==> src/rtl/flash_wp_pkg.sv <==
package flash_wp_pkg;

    typedef enum logic [3:0] {
        OP_OTHER  = 4'd0,
        OP_WREN   = 4'd1,
        OP_WRDI   = 4'd2,
        OP_ARM    = 4'd3,
        OP_STWR   = 4'd4,
        OP_PROG   = 4'd5,
        OP_SEQ    = 4'd6,
        OP_SECT   = 4'd7,
        OP_BLK    = 4'd8,
        OP_CHIP   = 4'd9,
        OP_STRD   = 4'd10
    } wp_op_e;

    typedef enum logic [2:0] {
        JOB_PROG,
        JOB_SEQ,
        JOB_SECT,
        JOB_BLK,
        JOB_CHIP
    } wp_job_e;

    typedef struct packed {
        logic       lock;
        logic       seq;
        logic [1:0] spare;
        logic [1:0] lvl;
        logic       wen;
        logic       busy;
    } wp_status_t;

    localparam logic [1:0] LVL_AT_RESET = 2'b11;
    localparam logic [7:0] STWR_MASK    = 8'b1000_1100;

    function automatic logic is_write_op(wp_op_e op);
        return (op >= OP_WREN) && (op <= OP_CHIP);
    endfunction

    function automatic logic is_array_op(wp_op_e op);
        return (op >= OP_PROG) && (op <= OP_CHIP);
    endfunction

    function automatic wp_job_e job_of(wp_op_e op);
        case (op)
            OP_SEQ:  return JOB_SEQ;
            OP_SECT: return JOB_SECT;
            OP_BLK:  return JOB_BLK;
            OP_CHIP: return JOB_CHIP;
            default: return JOB_PROG;
        endcase
    endfunction

endpackage

==> src/rtl/wp_prot_decode.sv <==
module wp_prot_decode #(
    parameter int ADDR_W = 17
) (
    input  logic [1:0]        lvl,
    input  logic [ADDR_W-1:0] addr,
    output logic              prot,
    output logic [ADDR_W-1:0] top_free
);
    localparam logic [ADDR_W-1:0] ALL_ONE  = {ADDR_W{1'b1}};
    localparam logic [ADDR_W-1:0] HALF_TOP = ALL_ONE >> 1;
    localparam logic [ADDR_W-1:0] QTR_TOP  = ALL_ONE & ~(ALL_ONE & (ADDR_W'(1) << (ADDR_W-2)));

    always_comb begin
        case (lvl)
            2'b00: begin
                prot     = 1'b0;
                top_free = ALL_ONE;
            end
            2'b01: begin
                prot     = &addr[ADDR_W-1 -: 2];
                top_free = QTR_TOP;
            end
            2'b10: begin
                prot     = addr[ADDR_W-1];
                top_free = HALF_TOP;
            end
            default: begin
                prot     = 1'b1;
                top_free = '0;
            end
        endcase
    end
endmodule

==> src/rtl/wp_busy_timer.sv <==
module wp_busy_timer
    import flash_wp_pkg::*;
#(
    parameter int PROG_CYC = 4,
    parameter int SECT_CYC = 6,
    parameter int BLK_CYC  = 8,
    parameter int CHIP_CYC = 10
) (
    input  logic    clk,
    input  logic    rst,
    input  logic    start,
    input  wp_job_e job_in,
    output logic    busy,
    output logic    done,
    output wp_job_e job
);
    localparam int MAX_A  = (PROG_CYC > SECT_CYC) ? PROG_CYC : SECT_CYC;
    localparam int MAX_B  = (BLK_CYC > CHIP_CYC) ? BLK_CYC : CHIP_CYC;
    localparam int MAX_C  = (MAX_A > MAX_B) ? MAX_A : MAX_B;
    localparam int CW     = $clog2(MAX_C + 1);

    logic [CW-1:0] cnt_q;

    function automatic logic [CW-1:0] dur_of(wp_job_e j);
        case (j)
            JOB_SECT: return CW'(SECT_CYC);
            JOB_BLK:  return CW'(BLK_CYC);
            JOB_CHIP: return CW'(CHIP_CYC);
            default:  return CW'(PROG_CYC);
        endcase
    endfunction

    always_ff @(posedge clk) begin
        if (rst) begin
            busy  <= 1'b0;
            cnt_q <= '0;
            job   <= JOB_PROG;
        end else if (start) begin
            busy  <= 1'b1;
            cnt_q <= dur_of(job_in) - CW'(1);
            job   <= job_in;
        end else if (busy) begin
            if (cnt_q == '0) busy <= 1'b0;
            else             cnt_q <= cnt_q - CW'(1);
        end
    end

    assign done = busy && (cnt_q == '0);
endmodule

==> src/rtl/flash_wp_status_unit.sv <==
module flash_wp_status_unit
    import flash_wp_pkg::*;
#(
    parameter int ADDR_W   = 17,
    parameter int SECT_W   = 12,
    parameter int BLK_W    = 15,
    parameter int PROG_CYC = 4,
    parameter int SECT_CYC = 6,
    parameter int BLK_CYC  = 8,
    parameter int CHIP_CYC = 10
) (
    input  logic              clk,
    input  logic              rst,
    input  logic              cmd_valid,
    input  logic [3:0]        cmd_op,
    input  logic [ADDR_W-1:0] cmd_addr,
    input  logic [7:0]        cmd_data,
    input  logic              wp_n,
    output logic [7:0]        status_o,
    output logic              exec_o,
    output logic              ignore_o,
    output logic              busy_o,
    output logic              seq_mode_o,
    output logic [ADDR_W-1:0] op_addr_o
);
    localparam logic [ADDR_W-1:0] SECT_MASK = {ADDR_W{1'b1}} << SECT_W;
    localparam logic [ADDR_W-1:0] BLK_MASK  = {ADDR_W{1'b1}} << BLK_W;

    wp_op_e            op;
    wp_status_t        stat_q;
    wp_status_t        stat_out;
    logic              arm_q;
    logic [ADDR_W-1:0] ptr_q;
    logic [ADDR_W-1:0] eff_addr;
    logic              prot;
    logic [ADDR_W-1:0] top_free;
    logic              grant;
    logic              busy;
    logic              done;
    wp_job_e           done_job;
    logic              start;
    logic              locked;

    assign op = wp_op_e'(cmd_op);

    always_comb begin
        case (op)
            OP_SEQ:  eff_addr = stat_q.seq ? (ptr_q + ADDR_W'(1)) : cmd_addr;
            OP_SECT: eff_addr = cmd_addr & SECT_MASK;
            OP_BLK:  eff_addr = cmd_addr & BLK_MASK;
            default: eff_addr = cmd_addr;
        endcase
    end

    wp_prot_decode #(.ADDR_W(ADDR_W)) u_decode (
        .lvl      (stat_q.lvl),
        .addr     (eff_addr),
        .prot     (prot),
        .top_free (top_free)
    );

    assign locked = !wp_n && stat_q.lock;

    always_comb begin
        grant = 1'b0;
        if (!busy) begin
            case (op)
                OP_WREN, OP_WRDI, OP_ARM: grant = 1'b1;
                OP_STWR: grant = arm_q && !locked;
                OP_PROG, OP_SECT, OP_BLK:
                         grant = stat_q.wen && !stat_q.seq && !prot;
                OP_SEQ:  grant = stat_q.wen && !prot;
                OP_CHIP: grant = stat_q.wen && !stat_q.seq && (stat_q.lvl == 2'b00);
                default: grant = 1'b0;
            endcase
        end
    end

    assign start = cmd_valid && grant && is_array_op(op);

    wp_busy_timer #(
        .PROG_CYC (PROG_CYC),
        .SECT_CYC (SECT_CYC),
        .BLK_CYC  (BLK_CYC),
        .CHIP_CYC (CHIP_CYC)
    ) u_timer (
        .clk    (clk),
        .rst    (rst),
        .start  (start),
        .job_in (job_of(op)),
        .busy   (busy),
        .done   (done),
        .job    (done_job)
    );

    always_ff @(posedge clk) begin
        if (rst) begin
            stat_q    <= '{lock: 1'b0, seq: 1'b0, spare: 2'b00, lvl: LVL_AT_RESET,
                           wen: 1'b0, busy: 1'b0};
            arm_q     <= 1'b0;
            ptr_q     <= '0;
            exec_o    <= 1'b0;
            ignore_o  <= 1'b0;
            op_addr_o <= '0;
        end else begin
            exec_o   <= cmd_valid && is_write_op(op) && grant;
            ignore_o <= cmd_valid && is_write_op(op) && !grant;
            if (cmd_valid) arm_q <= (op == OP_ARM) && !busy;

            if (cmd_valid && grant) begin
                case (op)
                    OP_WREN: stat_q.wen <= 1'b1;
                    OP_WRDI: begin
                        stat_q.wen <= 1'b0;
                        stat_q.seq <= 1'b0;
                    end
                    OP_STWR: stat_q <= wp_status_t'((stat_q & ~STWR_MASK) | (cmd_data & STWR_MASK));
                    OP_SEQ: begin
                        stat_q.seq <= 1'b1;
                        ptr_q      <= eff_addr;
                        op_addr_o  <= eff_addr;
                    end
                    OP_PROG, OP_SECT, OP_BLK: op_addr_o <= eff_addr;
                    default: ;
                endcase
            end

            if (done) begin
                if (done_job == JOB_SEQ) begin
                    if (ptr_q == top_free) begin
                        stat_q.seq <= 1'b0;
                        stat_q.wen <= 1'b0;
                    end
                end else begin
                    stat_q.wen <= 1'b0;
                end
            end
        end
    end

    always_comb begin
        stat_out      = stat_q;
        stat_out.busy = busy;
    end

    assign status_o   = stat_out;
    assign busy_o     = busy;
    assign seq_mode_o = stat_q.seq;
endmodule

==> config.mk <==
export PLATFORM = sky130hd
export DESIGN_NAME = flash_wp_status_unit
export DESIGN_NICKNAME = d
export VERILOG_FILES = /design/src/rtl/flash_wp_pkg.sv /design/src/rtl/wp_prot_decode.sv /design/src/rtl/wp_busy_timer.sv /design/src/rtl/flash_wp_status_unit.sv
export SDC_FILE = /design/constraint.sdc
export NUM_CORES = 1
export LEC_CHECK = 0
export ABC_AREA = 1
export BUFFER_PORTS_ARGS = -buffer_cell sky130_fd_sc_hd__buf_2
export CAP_MARGIN = 0
export CORE_ASPECT_RATIO = 0.7
export CORE_MARGIN = 2
export CORE_UTILIZATION = 40
export CTS_CLUSTER_SIZE = 25
export DETAILED_ROUTE_END_ITERATION = 6
export GPL_TIMING_DRIVEN = 0
export PLACE_DENSITY = 0.7
export SYNTH_ARGS = -nofsm -noshare
export SYNTH_HDL_FRONTEND = slang
export SYNTH_SLANG_ARGS = --single-unit
==> constraint.sdc <==
create_clock -name clk -period 2.8 [get_ports clk]
set_clock_uncertainty 0.2 [all_clocks]
set_input_delay 0.42 -clock clk [delete_from_list [all_inputs] [get_ports clk]]
set_output_delay 0.42 -clock clk [all_outputs]
set_load 0.02 [all_outputs]
==> results of run 1 <==
## per-stage QoR
step | setup TNS (ns) | hold WS [ns]
after CTS | 0 | 0.108
after global routing | -0.0330 | 0.108
after floorplan | 0 | 0.237
after global placement | -1.31 | 0.256
after detailed placement | -1.36 | 0.270
final | 0 | 0.115
## logic make-up (layout without fill, tap and decap cells)
logic type / after synthesis / after routing / share of synthesized area
simple gates: 162 / 162 / 0.275
xor+xnor: 4 / 4 / 0.0130
compound gates: 113 / 113 / 0.230
fa+ha+maj: 2 / 2 / 0.00926
buf+inv: 64 / 135 / 0.101
other cells: 1 / 2 / 0.00139
flops: 50 / 50 / 0.370
## report_power, final
| part | switching, W | leakage, nW | internal [W] |
|---|---|---|---|
| Combinational | 0.000106 | 0.994 | 0.0000601 |
| Clock | 0.000263 | 0.0478 | 0.000204 |
| Sequential | 0.00000740 | 0.407 | 0.000721 |
| Total | 0.000377 | 1.45 | 0.000985 |
## state kept, by name (all words and copies together) (netlist names), 3 cells and up
name           count
u_timer.job        3
ptr_q             17
op_addr_o         17
u_timer.cnt_q      4
status_o           4
## worst max-delay path, delay by kind of cell, from the launching register on
| family | cells | cell delay [ns] |
|---|---|---|
| adder cells (fa/ha/maj) | 2 | 0.35 |
| XOR/XNOR | 1 | 0.13 |
| AND/OR/NAND/NOR | 13 | 1.14 |
| buffers and inverters | 2 | 0.20 |
| AO/OA/AOI/OAI | 1 | 0.12 |
| flip-flops | 1 | 0.38 |
## layer usage
metal / part of all wire / global-route usage / vias to the layer above / routed length, um
li1: - / - / 1475 / -
met1: 0.49 / 0.337 / 1376 / 4010
met2: 0.41 / 0.310 / 135 / 3390
met3: 0.087 / 0.0517 / 10 / 717
met4: 0.015 / 0.0578 / 0 / 122
met5: 0 / 0 / - / 0
## cell usage after synthesis (6+ instances only)
| library cell | number |
|---|---|
| a21oi_1 | 34 |
| a31oi_1 | 8 |
| clkbuf_1 | 6 |
| dfxtp_1 | 50 |
| inv_1 | 39 |
| inv_2 | 6 |
| nand2_1 | 52 |
| nand3_1 | 24 |
| nor2_1 | 57 |
| nor3_1 | 8 |
| o21ai_0 | 37 |
| o21ai_1 | 19 |
## area by class of cell
type	count	area, sq um	share of cell area
plain buffers	19	104	0.0310
repair buffers	63	350	0.105
flip-flops and latches	50	1010	0.302
multi-input cells	283	1500	0.448
clock buffers	6	82.6	0.0246
inverters	45	169	0.0504
clock inverters	2	16.3	0.00485
well taps	94	118	0.0351
## timing repair
action,in CTS,in global routing
resized for setup,6,18
hold buffers,0,0
setup buffers,0,9
pin swaps,0,4
setup endpoints to repair,4,40
## worst paths after layout
check / cells past startpoint / end / startpoint / slack (ns)
max: 19 / u_timer.cnt_q[2] / ptr_q[0] / 0.17
min: 3 / status_o[2] / cmd_data[2] / 0.12
max reg2reg: 19 / u_timer.cnt_q[2] / ptr_q[0] / 0.17
min reg2reg: 2 / status_o[7] / status_o[7] / 0.28
==> impl_metrics.tcl, run 1 <==
set metrics [dict create \
    clock_sinks 50 \
    fillCellCount 677 \
    io_pins 62 \
    initial_utilization 0.408 \
    max-vdd-ir-drop_mv 0.207 \
    htree_num_levels 2 \
    worstSetupPathType "flop to flop" \
    drt_pass1_iterations 5 \
    path_cells "ha_4, nand2_2, nor2_4, nand2_2, nor2_1, nand2_1, nand3_2, nand3_1, nand2_1, nand2_1, nand2_2, nand4_4, buf_6, nand2_1, nand2_1, ha_1, xnor2_1, o21ai_1, inv_1" \
    grt_pass1_vias 2644 \
    hold_violations 0 \
    p_leak_nw 1.45 \
    instances_no_fill 562 \
    startpoint_type "flop" \
    crit_path_max_incr_delay_ns 0.38 \
    synth_flop_cell "dfxtp_1" \
    dp.cells 545 \
    synth.top_cell.area_share 0.370 \
    ys_seq_area_frac 0.370 \
    slew_violations 0 \
    synth_area_leaders "dfxtp_1 (37%), nor2_1 (7.9%), nand2_1 (7.2%), o21ai_0 (6.9%), a21oi_1 (6.3%)" \
    arrival_ns 2.63 \
    ant_nets 0 \
    maxCapViolCount 0 \
    place.gp.congestion 0.930 \
    grt_pass1_wl_um 12800 \
    grt_usage 0.221 \
    placed_cell_area_sq_um 3090 \
    yosys_warnings 0 \
    vias_per_cell 5.33 \
    layout_common_cells "buf_2 (59), nor2_1 (54), nand2_1 (47)" \
    synthDistinctLibCells 39 \
    worst_slack_ns 0.174 \
    wl_per_cell_um 14.7 \
    portBuffers 54 \
    yosys_register_bits 50 \
    place_ws_ns -0.203 \
    relSlewSlack 0.592 \
    max_slew.worst_pin.slew_ns 0.612 \
    layout-drive-gt1-share 0.241 \
    cts_buffer_depth 2 \
    wl_um 8240 \
    cp_data_required_time_ns 2.81 \
    clock_latency_ns 0.31 \
    synth_edf_count 0 \
    synth_top_area_cell "dfxtp_1" \
    ys_async_sr_fraction 0 \
    p_per_area_nw_per_um2 406 \
    synthCells 396 \
    status "finished clean" \
    clkSlewWorstSetupHoldPaths_ns 0.10 \
    vias 2996 \
    fmax_mhz 381 \
    area_growth_pct 24.0 \
    root_buffer "clkbuf_8" \
    grt_max_degree 17 \
    gr-total-overflow 0 \
    hp-class "primary input to flop" \
    cp_common_cell "nand2_1" \
    fin_util 0.505 \
    drcViolationCount 0 \
    die_area_sq_um 7440 \
    fin_crit_ns 2.63 \
    die_x_um 102 \
    end_kind "flop" \
    rows 25 \
    crit_fanout 5 \
    power.total_w 0.00136 \
    syn-cell-area_sq_um 2700 \
    cts_buffers 5 \
    finalSetupViolCount 0 \
    syn_avg_cell_area_sq_um 6.82 \
    drtIter0Drc 333 \
    finalCritPeriodShare 0.938 \
    insertedDiodeCount 0 \
    dp_hpwl_um 6020 \
    die_h_um 72.8 \
    nNetsFinal 502 \
    cpMaxStageDelayCell "dfxtp_2" \
    design_area_sq_um 3350 \
    core_sq_um 6630 \
    cts_tree "built" \
    layout_commonest_cell "buf_2" \
    antenna_found_initial 0 \
]
(Power assumes the default switching activity.)
==> run 2: changes to the inputs <==
ABC_AREA = not set   (was 1)
SLEW_MARGIN = 5   (was not set)
==> run 2 against run 1 <==
Synthesized cell count is 13% lower. Global-route usage decreased by 1.3 points. Critical path depth is 9 lower. Largest cell class unchanged. Critical path type unchanged. Largest power group unchanged. Core utilization increased by 3.1 points. Highest routed layer unchanged.
==> impl_metrics.tcl, run 2 <==
set metrics [dict create \
    status "finished clean" \
    vias 2826 \
    rows 25 \
    wl_um 8200 \
    placed_cell_area_sq_um 3250 \
    die_x_um 104 \
    insertedDiodeCount 0 \
    multiInputGateArea_sq_um 1800 \
    grt_max_degree 16 \
    worstSetupPathType "flop to flop" \
    grt_pass1_wl_um 12700 \
    yosys_warnings 0 \
    synthDistinctLibCells 56 \
    syn_avg_cell_area_sq_um 8.21 \
    fillCellCount 655 \
    worstHoldEndpoint "u_timer.cnt_q[3]" \
    clkSlewWorstSetupHoldPaths_ns 0.10 \
    reg_top3 "op_addr_o (17), ptr_q (17)" \
    pwr-share-seq 0.565 \
    cpMaxStageDelayCell "or4b_4" \
    drtIter0Drc 169 \
    whs_ns 0.148 \
    yosys_register_bits 50 \
    antenna_found_initial 0 \
    gr-total-overflow 0 \
    synthTopCellsByCount "dfxtp_1 (50), nor2_1 (44), nand2_1 (28)" \
    p_int_w 0.000926 \
    finalCritPeriodShare 0.994 \
    drcViolationCount 0 \
    syn-cell-area_sq_um 2820 \
    vias_per_cell 5.46 \
    crit_fanout 6 \
    r2r_slack_ns 0.02 \
    io_pins 62 \
    hold_violations 0 \
    place.gp.congestion 0.855 \
    relSlewSlack 0.602 \
    grt_pass1_vias 2533 \
    slew_violations 0 \
    ff_latch_area_sq_um 1040 \
    arrival_ns 2.82 \
    drt_pass1_iterations 5 \
    die_h_um 74.2 \
    cts_tree "built" \
    max_slew.worst_pin.slew_ns 0.597 \
    reg2reg_from "ptr_q[12]" \
    place_ws_ns -0.435 \
    layout_commonest_cell "buf_2" \
    synth_edf_count 0 \
    r2r_end "seq_mode_o" \
    path_cells "buf_6, nand4_1, nor4_4, mux2i_2, buf_4, o41ai_4, buf_4, nor2_4, or4b_4, a211oi_2" \
    startpoint_type "flop" \
    cts_buffer_depth 2 \
    min_from "rst" \
    yosysMostFrequentCell "dfxtp_1" \
    initial_utilization 0.415 \
    p_leak_nw 1.50 \
    cts_buffers 5 \
    ys_seq_area_frac 0.356 \
    portBuffers 54 \
    synth_flop_cell "dfxtp_1" \
    die_area_sq_um 7740 \
    layout-drive-gt1-share 0.344 \
    wl_per_cell_um 15.8 \
    core_sq_um 6790 \
    dp_hpwl_um 5790 \
    nNetsFinal 458 \
    fin_crit_ns 2.78 \
    htree_num_levels 2 \
    netSwitchingFraction 0.259 \
    maxCapViolCount 0 \
    design_area_sq_um 3640 \
    area_growth_pct 29.4 \
    synth.top_cell.area_share 0.356 \
    cp_common_cell "buf_4" \
    worst_slack_ns 0.0181 \
    layout_common_cells "buf_2 (54), nor2_1 (43), dfxtp_1 (38)" \
    ant_nets 0 \
    clock_sinks 50 \
    fin_util 0.537 \
    root_buffer "clkbuf_8" \
    ff2ff_path_depth 10 \
    clockPowerShare 0.341 \
    p_sw_w 0.000324 \
    clock_latency_ns 0.31 \
    max-vdd-ir-drop_mv 0.177 \
    end_kind "flop" \
    synthCells 343 \
    p_per_area_nw_per_um2 343 \
    grt_usage 0.208 \
    cp_data_required_time_ns 2.84 \
    synth_top_area_cell "dfxtp_1" \
    fmax_mhz 359 \
    finalSetupViolCount 0 \
    worstHoldPathCells 2 \
    comb_power_share 0.093 \
    synth_area_leaders "dfxtp_1 (36%), mux2i_1 (7.1%), nor2_1 (5.9%), nand2_1 (3.7%), a211oi_1 (3.5%)" \
    crit_path_max_incr_delay_ns 0.52 \
    ys_async_sr_fraction 0 \
    hp-class "primary input to flop" \
]
-- run 2: cell type report --
type,instances,area share
clock buffer,6,0.0199
clock inverter,2,0.00378
inverter,11,0.0113
timing repair buffer,74,0.116
sequential,50,0.284
multi-input combinational,258,0.493
buffer,23,0.0391
tap,94,0.0323
-- run 2: critical path: cells and delay by family, from the launching register on --
family | cells | cell delay, ns
buf+inv | 3 | 0.45
mux | 1 | 0.12
simple gates | 4 | 1.06
flops | 1 | 0.33
compound gates | 2 | 0.55
-- run 2: layer usage --
layer  up-vias  track usage  wire [um]
met5         -            0          0
met4         0       0.0450         46
met3         5       0.0429        644
met2       104        0.313       3450
met1      1330        0.309       4060
li1       1387            -          -
-- run 2: cell families after synthesis --
| family | count (synthesis) | share of synthesized area |
|---|---|---|
| AO/OA/AOI/OAI | 77 | 0.194 |
| buffers and inverters | 36 | 0.0560 |
| flip-flops | 50 | 0.356 |
| adder cells (fa/ha/maj) | 2 | 0.00889 |
| multiplexers | 20 | 0.0711 |
| XOR/XNOR | 16 | 0.0498 |
| AND/OR/NAND/NOR | 141 | 0.263 |
| other | 1 | 0.00133 |
-- run 2: worst max path at each step --
| stage | startpoint | to | slack, ns | depth (start not counted) |
|---|---|---|---|---|
| 2_1_floorplan | cmd_op[0] | u_timer.cnt_q[2] | 0.008 | 10 |
| 3_3_place_gp | cmd_op[0] | op_addr_o[15] | -0.38 | 9 |
| 3_5_place_dp | cmd_op[2] | op_addr_o[15] | -0.43 | 9 |
| 4_1_cts | ptr_q[5] | u_timer.cnt_q[2] | 0.007 | 11 |
| 5_1_grt | ptr_q[12] | u_timer.cnt_q[3] | -0.07 | 11 |
| 6_report | ptr_q[12] | seq_mode_o | 0.02 | 10 |
-- run 2: through the flow --
step	instances	total power (W)	TNS, ns
finish	518	0.00125	0
CTS	508	0.00126	0
global placement	492	0.000835	-9.77
global route	518	0.00130	-0.178
floorplan	344	0.000792	0
detailed placement	492	0.000837	-12.00
-- run 2: repair_timing --
item / in CTS / in global routing
buffers inserted: 9 / 11
setup endpoints to repair: 40 / 41
hold buffers: 0 / 0
resized for setup: 18 / 50
cloned: 0 / 0
pin swaps: 8 / 11
-- run 2: power by group through the flow --
stage	combinational (W)	sequential [W]	clock, W
final	0.000117	0.000706	0.000427
after global placement	0.000105	0.000730	0
after floorplan	0.0000601	0.000732	0
after global routing	0.000127	0.000707	0.000463
after CTS	0.000107	0.000713	0.000437
after detailed placement	0.000106	0.000731	0
==> run 3: changes to the inputs <==
CORE_UTILIZATION = 34   (was 40)
PLACE_DENSITY = 0.62   (was 0.7)
==> run 3 against run 2 <==
The flow now finishes with violations (setup timing). Hold slack better by 0.013 ns. Die area is 17% higher. Worst setup slack worse by 0.12 ns. Clock power is 73% higher. First-iteration DRC count is 31% higher. Sequential share of layout area is 2.6 points lower. Highest routed layer unchanged. Non-clock buffer count is 5 higher. Cell area is 8.2% higher. Register-to-register slack worse by 0.12 ns. Power is 26% higher. Fmax is 4.2% lower.
==> impl_metrics.tcl, run 3 (synthesis gave the netlist of run 2 again) <==
set metrics [dict create \
    wl_um 8990 \
    fillCellCount 714 \
    maxCapViolCount 0 \
    grtUsageMet2 0.263 \
    crit_fanout 6 \
    root_buffer "clkbuf_16" \
    fin_util 0.496 \
    initial_utilization 0.355 \
    cts_buffers 5 \
    place.gp.congestion 0.930 \
    cts_tree "built" \
    startpoint_type "flop" \
    status "finished with violations" \
    ant_nets 0 \
    arrival_ns 2.92 \
    rows 27 \
    insertedDiodeCount 0 \
    area_growth_pct 40.0 \
    max-vdd-ir-drop_mv 0.325 \
    grt_pass1_wl_um 13400 \
    hp-class "primary input to flop" \
    portBuffers 54 \
    p_per_area_nw_per_um2 399 \
    use_met1 0.289 \
    io_pins 62 \
    fmax_mhz 344 \
    fin_crit_ns 2.90 \
    nNetsFinal 463 \
    violations "setup timing" \
    htree_num_levels 2 \
    rsz0062_at_grt "yes" \
    drcViolationCount 0 \
    dp.cells 499 \
    cp_top_family "simple AND/OR/NAND/NOR gates" \
    multiInputGateArea_sq_um 1870 \
    end_kind "flop" \
    wl_per_cell_um 17.0 \
    clock_latency_ns 0.29 \
    worstSetupPathType "flop to flop" \
    gr-total-overflow 0 \
    relSlewSlack 0.501 \
    layout-drive-gt1-share 0.401 \
    grt_max_degree 17 \
    instances_no_fill 530 \
    p_leak_nw 1.63 \
    cp_common_cell "buf_4" \
    cp_data_required_time_ns 2.82 \
    finalCritPeriodShare 1.04 \
    ff_latch_area_sq_um 1020 \
    met3_usage 0.0438 \
    layout_common_cells "buf_2 (57), dfxtp_1 (39), nor2_1 (38)" \
    drt_pass1_iterations 4 \
    clock_sinks 50 \
    clkSlewWorstSetupHoldPaths_ns 0.07 \
    core_sq_um 7940 \
    die_area_sq_um 9040 \
    reg_top3 "op_addr_o (17), ptr_q (17)" \
    cts_buffer_depth 2 \
    die_x_um 113 \
    worst_slack_ns -0.103 \
    placed_cell_area_sq_um 3260 \
    design_area_sq_um 3940 \
    max_slew.worst_pin.slew_ns 0.749 \
    grt_pass1_vias 2581 \
    grt_usage 0.189 \
    vias_per_cell 5.48 \
    dp_hpwl_um 5960 \
    cpMaxStageDelayCell "or4b_4" \
    busiest_layer "met1" \
    finalSetupViolCount 20 \
    hold_violations 0 \
    slew_violations 0 \
    layout_commonest_cell "buf_2" \
    drtIter0Drc 222 \
    antenna_found_initial 0 \
    vias 2906 \
    path_cells "nand4_1, nor4_4, mux2i_2, buf_4, o41ai_4, buf_4, nor2_2, or4b_4, a211oi_2" \
    crit_path_max_incr_delay_ns 0.50 \
    crit_buf_inv 2 \
    whs_ns 0.161 \
    hold_buffers 0 \
    die_h_um 80.1 \
]
## run 3: cell types whose count changed in the layout (fill, tap and decap cells not counted), moves of 5 or more
cell,before,now
buf_4,26,18
clkbuf_16,0,8
a21oi_1,19,12
a21oi_2,0,7
a211oi_1,12,6
a211oi_2,1,7
dfxtp_4,8,2
nor2_2,1,7
buf_8,0,5
dfxtp_2,4,9
nor2_1,43,38
## run 3: layout make-up
| class | count | share of cell area |
|---|---|---|
| clock buffers | 6 | 0.0352 |
| repair buffers | 79 | 0.140 |
| clock inverters | 2 | 0.00984 |
| plain buffers | 23 | 0.0390 |
| inverters | 11 | 0.0105 |
| flip-flops and latches | 50 | 0.259 |
| multi-input cells | 258 | 0.474 |
| well taps | 101 | 0.0321 |
## run 3: what timing repair did
action	in CTS	in global routing
setup buffers	10	12
gates resized for setup	22	66
gates cloned	0	3
pin swaps	10	19
endpoints found under the setup margin	41	38
## run 3: worst paths after layout
| path | endpoint | start | cells past startpoint | slack [ns] |
|---|---|---|---|---|
| hold reg to reg | u_timer.job[2] | u_timer.job[2] | 2 | 0.25 |
| setup / recovery | seq_mode_o | ptr_q[6] | 9 | -0.10 |
| setup reg to reg | seq_mode_o | ptr_q[6] | 9 | -0.10 |
| hold / removal | status_o[7] | cmd_data[7] | 3 | 0.16 |
## run 3: worst reg2reg max path, delay by kind of cell (launching register included)
kind,cells,cell delay [ns]
AOI/OAI and AO/OA,2,0.57
and+or+nand+nor,4,1.19
buffers and inverters,2,0.36
muxes,1,0.13
DFF,1,0.38
## run 3: per-stage QoR
stage	setup TNS (ns)	power, W	setup slack [ns]
4_1_cts	-0.0662	0.00157	-0.0267
3_3_place_gp	-10.99	0.000837	-0.407
2_1_floorplan	0	0.000792	0.00850
6_report	-0.749	0.00157	-0.103
3_5_place_dp	-11.34	0.000837	-0.420
5_1_grt	-3.96	0.00162	-0.195
## run 3: metal layers
layer  share of wire  vias to the layer above
met5               0                        -
met2            0.42                      123
met3           0.094                       12
li1                -                     1395
met1            0.48                     1376
met4           0.014                        0
## run 3: where the power goes
part           internal [W]  leakage (nW)  switching, W  total, W
clock              0.000450        0.0875      0.000287  0.000737
combinational     0.0000454          1.13     0.0000777  0.000123
sequential         0.000710         0.409    0.00000162  0.000712
